===== config.mk =====
export PLATFORM = sky130hd
export DESIGN_NAME = pwr_mode_seq
export DESIGN_NICKNAME = d
export VERILOG_FILES = /design/src/rtl/pwr_mode_pkg.sv /design/src/rtl/pm_wake_cmp.sv /design/src/rtl/pm_interval.sv /design/src/rtl/pm_fsm.sv /design/src/rtl/pwr_mode_seq.sv
export SDC_FILE = /design/constraint.sdc
export NUM_CORES = 1
export LEC_CHECK = 0
export BUFFER_PORTS_ARGS = -buffer_cell sky130_fd_sc_hd__buf_2
export CORE_ASPECT_RATIO = 0.9
export CORE_UTILIZATION = 47
export DETAILED_ROUTE_END_ITERATION = 7
export PLACE_DENSITY = 0.77
export SLEW_MARGIN = 20
export SYNTH_ARGS = -nofsm -noshare
export SYNTH_HDL_FRONTEND = slang
export SYNTH_SLANG_ARGS = --single-unit

===== constraint.sdc =====
create_clock -name clk -period 2.6 [get_ports clk]
set_input_delay 0.13 -clock clk [delete_from_list [all_inputs] [get_ports clk]]
set_output_delay 0.13 -clock clk [all_outputs]
set_load 0.05 [all_outputs]

===== src/rtl/pwr_mode_pkg.sv =====
package pwr_mode_pkg;

  typedef enum logic [1:0] {
    PM_NORMAL   = 2'b00,
    PM_SLEEP    = 2'b01,
    PM_SHUTDOWN = 2'b10,
    PM_REMOVED  = 2'b11
  } pm_state_e;

  localparam int unsigned PM_NUM_SW     = 3;
  localparam int unsigned PM_NUM_LEVELS = 4;

endpackage


===== src/rtl/pm_wake_cmp.sv =====
module pm_wake_cmp #(
  parameter int unsigned CUR_W = 16,
  parameter int unsigned TH_L0 = 4,
  parameter int unsigned TH_L1 = 9,
  parameter int unsigned TH_L2 = 18,
  parameter int unsigned TH_L3 = 36
) (
  input  logic                    wake_hi_i,
  input  logic [1:0]              range_i,
  input  logic                    take_i,
  input  logic signed [CUR_W-1:0] cur_i,
  output logic                    wake_o
);

  import pwr_mode_pkg::*;

  localparam int unsigned MAG_W = CUR_W + 1;

  function automatic logic [MAG_W-1:0] th_of(input int unsigned idx);
    case (idx)
      0:       return MAG_W'(TH_L0);
      1:       return MAG_W'(TH_L1);
      2:       return MAG_W'(TH_L2);
      default: return MAG_W'(TH_L3);
    endcase
  endfunction

  logic signed [MAG_W-1:0] ext;
  logic [MAG_W-1:0]        mag;
  logic [1:0]              level;
  logic [PM_NUM_LEVELS-1:0] above;

  assign ext = MAG_W'(cur_i);
  assign mag = ext[MAG_W-1] ? MAG_W'(-ext) : MAG_W'(ext);

  always_comb begin
    case ({wake_hi_i, range_i})
      3'b0_01: level = 2'd0;
      3'b1_01: level = 2'd1;
      3'b0_10: level = 2'd1;
      3'b0_11: level = 2'd2;
      3'b1_10: level = 2'd2;
      3'b1_11: level = 2'd3;
      default: level = 2'd0;
    endcase
  end

  for (genvar g = 0; g < PM_NUM_LEVELS; g++) begin : g_lvl
    assign above[g] = mag > th_of(g);
  end

  assign wake_o = take_i & above[level];

endmodule


===== src/rtl/pm_interval.sv =====
module pm_interval #(
  parameter int unsigned INTV_W     = 8,
  parameter int unsigned NORM_TICKS = 8
) (
  input  logic              clk,
  input  logic              rst,
  input  logic              tick_i,
  input  logic              restart_i,
  input  logic              sleep_i,
  input  logic              run_i,
  input  logic [INTV_W-1:0] intv_i,
  output logic              req_o
);

  localparam int unsigned NT_W  = $clog2(NORM_TICKS + 1);
  localparam int unsigned CNT_W = (INTV_W > NT_W) ? INTV_W : NT_W;

  logic [CNT_W-1:0] cnt_q;
  logic [CNT_W-1:0] period;
  logic             hit;
  logic             req_q;

  always_comb begin
    if (sleep_i) begin
      period = (intv_i == '0) ? CNT_W'(1) : CNT_W'(intv_i);
    end else begin
      period = CNT_W'(NORM_TICKS);
    end
  end

  assign hit = cnt_q >= (period - CNT_W'(1));

  always_ff @(posedge clk) begin
    if (rst || restart_i) begin
      cnt_q <= '0;
    end else if (tick_i && run_i) begin
      cnt_q <= hit ? '0 : cnt_q + CNT_W'(1);
    end
  end

  always_ff @(posedge clk) begin
    if (rst) begin
      req_q <= 1'b0;
    end else begin
      req_q <= tick_i & run_i & hit & ~restart_i;
    end
  end

  assign req_o = req_q;

  AST_REQ_ON_TICK: assert property (@(posedge clk) disable iff (rst)
    req_q |-> $past(tick_i));

endmodule


===== src/rtl/pm_fsm.sv =====
module pm_fsm
  import pwr_mode_pkg::*;
(
  input  logic      clk,
  input  logic      rst,
  input  logic      tick_i,
  input  logic      pres_n_i,
  input  logic      norem_i,
  input  logic      pack_ok_i,
  input  logic      fault_i,
  input  logic      sleep_req_i,
  input  logic      shdn_req_i,
  input  logic      wake_i,
  input  logic      meas_done_i,
  output pm_state_e state_q,
  output pm_state_e state_d,
  output logic      armed_o
);

  logic gone;
  logic armed_q;
  logic quiet_q;
  logic quiet_d;

  assign gone = ~norem_i & pres_n_i;

  always_comb begin
    state_d = state_q;
    case (state_q)
      PM_NORMAL: begin
        if (tick_i && gone)              state_d = PM_REMOVED;
        else if (shdn_req_i)             state_d = PM_SHUTDOWN;
        else if (sleep_req_i && !fault_i) state_d = PM_SLEEP;
      end
      PM_SLEEP: begin
        if (tick_i && gone)          state_d = PM_REMOVED;
        else if (wake_i || fault_i)  state_d = PM_NORMAL;
      end
      PM_SHUTDOWN: begin
        if (pack_ok_i) state_d = PM_NORMAL;
      end
      default: begin
        if (tick_i && !gone) state_d = PM_NORMAL;
      end
    endcase
  end

  always_ff @(posedge clk) begin
    if (rst) state_q <= PM_NORMAL;
    else     state_q <= state_d;
  end

  assign quiet_q = (state_q == PM_SHUTDOWN) || (state_q == PM_REMOVED);
  assign quiet_d = (state_d == PM_SHUTDOWN) || (state_d == PM_REMOVED);

  always_ff @(posedge clk) begin
    if (rst || quiet_q || quiet_d) armed_q <= 1'b0;
    else if (meas_done_i)          armed_q <= 1'b1;
  end

  assign armed_o = armed_q;

  AST_WAKE_LEAVES_SLEEP: assert property (@(posedge clk) disable iff (rst)
    (state_q == PM_SLEEP && (wake_i || fault_i)) |=> state_q != PM_SLEEP);

  AST_SHDN_HOLD: assert property (@(posedge clk) disable iff (rst)
    (state_q == PM_SHUTDOWN && !pack_ok_i) |=> state_q == PM_SHUTDOWN);

  AST_REMOVE_ON_TICK: assert property (@(posedge clk) disable iff (rst)
    (state_q == PM_REMOVED && $past(state_q) != PM_REMOVED) |-> $past(tick_i));

  AST_NOREM_KEEPS: assert property (@(posedge clk) disable iff (rst)
    (norem_i && state_q != PM_REMOVED) |=> state_q != PM_REMOVED);

endmodule


===== src/rtl/pwr_mode_seq.sv =====
module pwr_mode_seq
  import pwr_mode_pkg::*;
#(
  parameter int unsigned CUR_W      = 16,
  parameter int unsigned INTV_W     = 8,
  parameter int unsigned NORM_TICKS = 8,
  parameter int unsigned TH_L0      = 4,
  parameter int unsigned TH_L1      = 9,
  parameter int unsigned TH_L2      = 18,
  parameter int unsigned TH_L3      = 36
) (
  input  logic                    clk,
  input  logic                    rst,
  input  logic                    tick_i,
  input  logic                    cur_valid_i,
  output logic                    cur_ready_o,
  input  logic signed [CUR_W-1:0] cur_i,
  input  logic                    pres_n_i,
  input  logic                    pack_ok_i,
  input  logic                    fault_i,
  input  logic                    meas_done_i,
  input  logic                    sleep_req_i,
  input  logic                    shdn_req_i,
  input  logic                    cfg_wake_hi_i,
  input  logic [1:0]              cfg_range_i,
  input  logic                    cfg_norem_i,
  input  logic [INTV_W-1:0]       sleep_intv_i,
  input  logic [PM_NUM_SW-1:0]    sw_req_i,
  output logic                    meas_req_o,
  output logic [1:0]              state_o,
  output logic                    chg_en_o,
  output logic                    dsg_en_o,
  output logic                    pre_en_o
);

  pm_state_e state_q;
  pm_state_e state_d;
  logic      armed;
  logic      wake;
  logic      take;
  logic      live;
  logic      ready;
  logic [PM_NUM_SW-1:0] sw_en;

  assign ready = (state_q != PM_SHUTDOWN);
  assign take  = cur_valid_i & ready;

  pm_wake_cmp #(
    .CUR_W (CUR_W),
    .TH_L0 (TH_L0),
    .TH_L1 (TH_L1),
    .TH_L2 (TH_L2),
    .TH_L3 (TH_L3)
  ) i_cmp (
    .wake_hi_i (cfg_wake_hi_i),
    .range_i   (cfg_range_i),
    .take_i    (take),
    .cur_i     (cur_i),
    .wake_o    (wake)
  );

  pm_fsm i_fsm (
    .clk         (clk),
    .rst         (rst),
    .tick_i      (tick_i),
    .pres_n_i    (pres_n_i),
    .norem_i     (cfg_norem_i),
    .pack_ok_i   (pack_ok_i),
    .fault_i     (fault_i),
    .sleep_req_i (sleep_req_i),
    .shdn_req_i  (shdn_req_i),
    .wake_i      (wake),
    .meas_done_i (meas_done_i),
    .state_q     (state_q),
    .state_d     (state_d),
    .armed_o     (armed)
  );

  pm_interval #(
    .INTV_W     (INTV_W),
    .NORM_TICKS (NORM_TICKS)
  ) i_intv (
    .clk       (clk),
    .rst       (rst),
    .tick_i    (tick_i),
    .restart_i (state_d != state_q),
    .sleep_i   (state_q == PM_SLEEP),
    .run_i     (state_d != PM_SHUTDOWN),
    .intv_i    (sleep_intv_i),
    .req_o     (meas_req_o)
  );

  assign live = (state_q == PM_NORMAL) || (state_q == PM_SLEEP);

  for (genvar g = 0; g < PM_NUM_SW; g++) begin : g_sw
    assign sw_en[g] = live & armed & sw_req_i[g];
  end

  assign chg_en_o    = sw_en[0];
  assign dsg_en_o    = sw_en[1];
  assign pre_en_o    = sw_en[2];
  assign state_o     = state_q;
  assign cur_ready_o = ready;

  AST_SHDN_NO_REQ: assert property (@(posedge clk) disable iff (rst)
    (state_q == PM_SHUTDOWN) |-> !meas_req_o);

  AST_RETURN_UNARMED: assert property (@(posedge clk) disable iff (rst)
    (state_q == PM_NORMAL && $past(state_q) == PM_SHUTDOWN)
      |-> (!chg_en_o && !dsg_en_o && !pre_en_o));

  AST_REMOVED_OFF: assert property (@(posedge clk) disable iff (rst)
    (state_q == PM_REMOVED) |-> $countones({chg_en_o, dsg_en_o, pre_en_o}) == 0);

endmodule


==> flow_summary.ini <==
[routing]
route.detailed.drc = 0
drt_iter0_drc = 79
vias_per_cell = 5.683
wl_per_cell_um = 12.80
first_pass_iters = 4
vias = 1773
detail-route-antenna-nets = 0
wl_um = 3995

[global_route]
grt_antenna_before_repair = 0
grt-ovfl-total = 0
grt_pass1_wl_um = 6541
grt_max_degree = 20
grt_usage_pct = 22.01
grt_pass1_vias = 1547

[logic_synthesis]
synth_edf_count = 0
yosys.cell_count.top_type = nor3_1
syn_area_per_cell_um2 = 7.478
synth_adder_area_share_pct = 8.600
synth_fp_nets = 266
ys_dominant_reg_cell = dfxtp_1
synth_area_leaders = dfxtp_1, ha_1, nor3_1
yosysWarnings = 0
synth_compound_area_share_pct = 24.94
synth_cell_type_count = 56
postSynth.asyncResetShare_pct = 0
yosys.area_share.simple_pct = 35.57
synth.largest_area_cell = dfxtp_1
yosys-top-cells-count = nor3_1, nand2_1, nor2_1
syn_area_um2 = 1600
synth_top_family_by_area = simple AND/OR/NAND/NOR gates
ys_ff_latch = 12
synth_top_area_share_pct = 15.01
synth_cells = 214
yosys.area_share.xor_xnor_pct = 8.757
synth.mux.area_fraction_pct = 1.955
ys_seq_area_share_pct = 15.01

[power_and_ir_drop]
peakVddDrop_mv = 0.2103
finalPower_mw = 0.6248
sw_frac_of_total_pct = 35.10
internal_power_mw = 0.4055
seqPwrFrac_pct = 30.5
power.leakage_nw = 0.8900
p_comb_share_pct = 41.4
powerDensity_nw_per_um2 = 295.0
clock_power_share_pct = 28.1
power_switching_mw = 0.2193

[critical_path]
rrSetupSlack_ns = 0.11
r2r-start = i_fsm.state_q[0]
cp.required_ns = 2.71
end_kind = register
crit_path_max_fanout = 3
rr_worst_depth = 12
crit_path_start_kind = input pin
arrival_ns = 2.64
r2r_end = i_intv.req_o
path_class = input pin to register

[clocking]
tritoncts = done
path_clk_slew_ns = 0.05
cts_hold_buf = 0
htree_levels = 1
cts_buffers = 3
clock_latency_ns = 0.24
clock_path_buffers = 2
ctsRootBufferMaster = clkbuf_8
cts_num_sinks = 12

[sta]
rsz0062_at_grt = true
post-route-period-util_pct = 97.27
fmax_mhz = 395.4
worstMarginPinSlew_ns = 0.6648
tns_ns = 0
slew_viol_final = 0
fin_crit_ns = 2.529
finalHoldViolCount = 0
relSlewSlack_pct = 55.68
setup_viol = 0
fin_skew_ns = 0.008393

[die]
core_area_um2 = 3138
die_x_um = 63.51
die-area_um2 = 3642
initial_core_util_pct = 51.00
ios = 48
die-height_um = 57.36
rows = 19

[finish]
stdcell_area_um2 = 2118
layout-drive-gt1-share_pct = 34.44
antenna_cells = 0
syn2layout_area_growth_pct = 32.37
fin_cells = 312
finalNetCount = 323
utilization_pct = 67.50

[min_path]
hold_path_end = i_fsm.state_q[0]
min_delay_path_depth = 2
holdCritPathClass = input pin to register
min_from = rst

[placed_design]
gp_congestion = 0.8205
portBuffers = 47
place_area_um2 = 1949
dpl.hpwl_um = 3035
dp_cells = 307

[flow_run]
maxCapViolCount = 0

[status]
status = complete, no violations
## routing by layer
| layer | vias to the layer above | track usage (%) | share of wire, % |
|---|---|---|---|
| li1 | 915 | - | - |
| met1 | 797 | 31.10 | 50 |
| met2 | 56 | 36.02 | 45 |
| met3 | 5 | 1.800 | 4.3 |
| met4 | 0 | 5.844 | 1.0 |
| met5 | - | 0 | 0 |
## sequential cells by signal, indices dropped and copies added (netlist names)
signal / cells
i_fsm.armed_o: 1
i_fsm.state_q: 2
i_intv.cnt_q: 8
i_intv.req_o: 1
## worst max-delay path, stage by stage
cell      delay (ns)
buf_2           0.11
or4_4           0.55
nor4_4          0.28
o21ai_2         0.14
ha_4            0.30
ha_4            0.18
a21o_1          0.14
a21o_1          0.18
a211oi_2        0.18
o21a_1          0.20
buf_4           0.13
buf_4           0.09
nor3_2          0.03
## cell usage in the layout (no fill, tap or decap), types with 2 or more instances in the layout
cell | netlist | layout
nand4_1 | 4 | 4
ha_4 | 0 | 2
nor2b_1 | 8 | 8
o2111ai_1 | 2 | 2
buf_4 | 0 | 12
o31ai_1 | 4 | 4
dfxtp_1 | 12 | 10
a31oi_1 | 2 | 2
nand2b_1 | 6 | 5
a211oi_1 | 4 | 3
o21a_1 | 2 | 2
a211o_1 | 2 | 2
nand3_1 | 5 | 5
mux2i_1 | 2 | 2
o32a_1 | 3 | 3
nand2_1 | 17 | 17
nor3_2 | 0 | 10
a41oi_1 | 2 | 2
and4b_1 | 3 | 3
and3_1 | 3 | 3
o21ai_2 | 1 | 2
clkbuf_8 | 0 | 3
inv_1 | 12 | 12
ha_1 | 11 | 9
nor2_1 | 16 | 15
a21o_1 | 2 | 2
and2_1 | 6 | 6
a21oi_1 | 3 | 3
nor4_1 | 4 | 2
buf_2 | 3 | 47
o21ai_0 | 8 | 6
xor2_1 | 4 | 4
nor3_1 | 21 | 11
nor3b_1 | 2 | 2
xnor2_1 | 12 | 12
o211a_1 | 2 | 2
## how the worst max path moves through the flow
| stage | endpoint | depth (start not counted) | startpoint |
|---|---|---|---|
| 2_1_floorplan | i_intv.cnt_q[0] | 12 | i_fsm.state_q[0] |
| 3_3_place_gp | i_intv.cnt_q[0] | 12 | sleep_intv_i[6] |
| 3_5_place_dp | i_intv.cnt_q[7] | 12 | sleep_intv_i[6] |
| 4_1_cts | i_intv.cnt_q[7] | 12 | sleep_intv_i[6] |
| 5_1_grt | i_intv.req_o | 15 | sleep_intv_i[3] |
| 6_report | i_intv.req_o | 13 | sleep_intv_i[3] |
## layout make-up
class	count	area [um^2]
multi-input cells	183	1405
fillers	284	1020
repair buffers	59	325.3
flip-flops and latches	12	245.2
well taps	42	52.55
clock buffers	4	45.04
inverters	12	45.04
## per-stage QoR
stage / hold slack, ns / worst slack (ns)
2_1_floorplan: 0.1870 / 0.001690
3_3_place_gp: 0.3420 / -0.1364
3_5_place_dp: 0.3426 / -0.2405
4_1_cts: 0.08302 / 0.0003086
5_1_grt: 0.09584 / -0.1004
6_report: 0.09208 / 0.07101
## logic make-up after synthesis
logic type | Yosys count
AOI/OAI and AO/OA | 49
xor gates and xnor gates | 16
DFF | 12
buffers and inverters | 19
muxes | 3
and+or+nand+nor | 104
adders and majority gates | 11
## power by group through the flow
stage / Clock, mW / Combinational (mW) / Sequential, mW
6_report: 0.176 / 0.258 / 0.191
5_1_grt: 0.187 / 0.283 / 0.191
4_1_cts: 0.179 / 0.245 / 0.191
3_5_place_dp: 0 / 0.244 / 0.194
3_3_place_gp: 0 / 0.239 / 0.194
2_1_floorplan: 0 / 0.147 / 0.205
## repair_timing
item	CTS	global route
setup buffers	0	1
setup endpoints to repair	0	9
resized for setup	0	22
No activity file was read; power rests on OpenSTA's default activity.
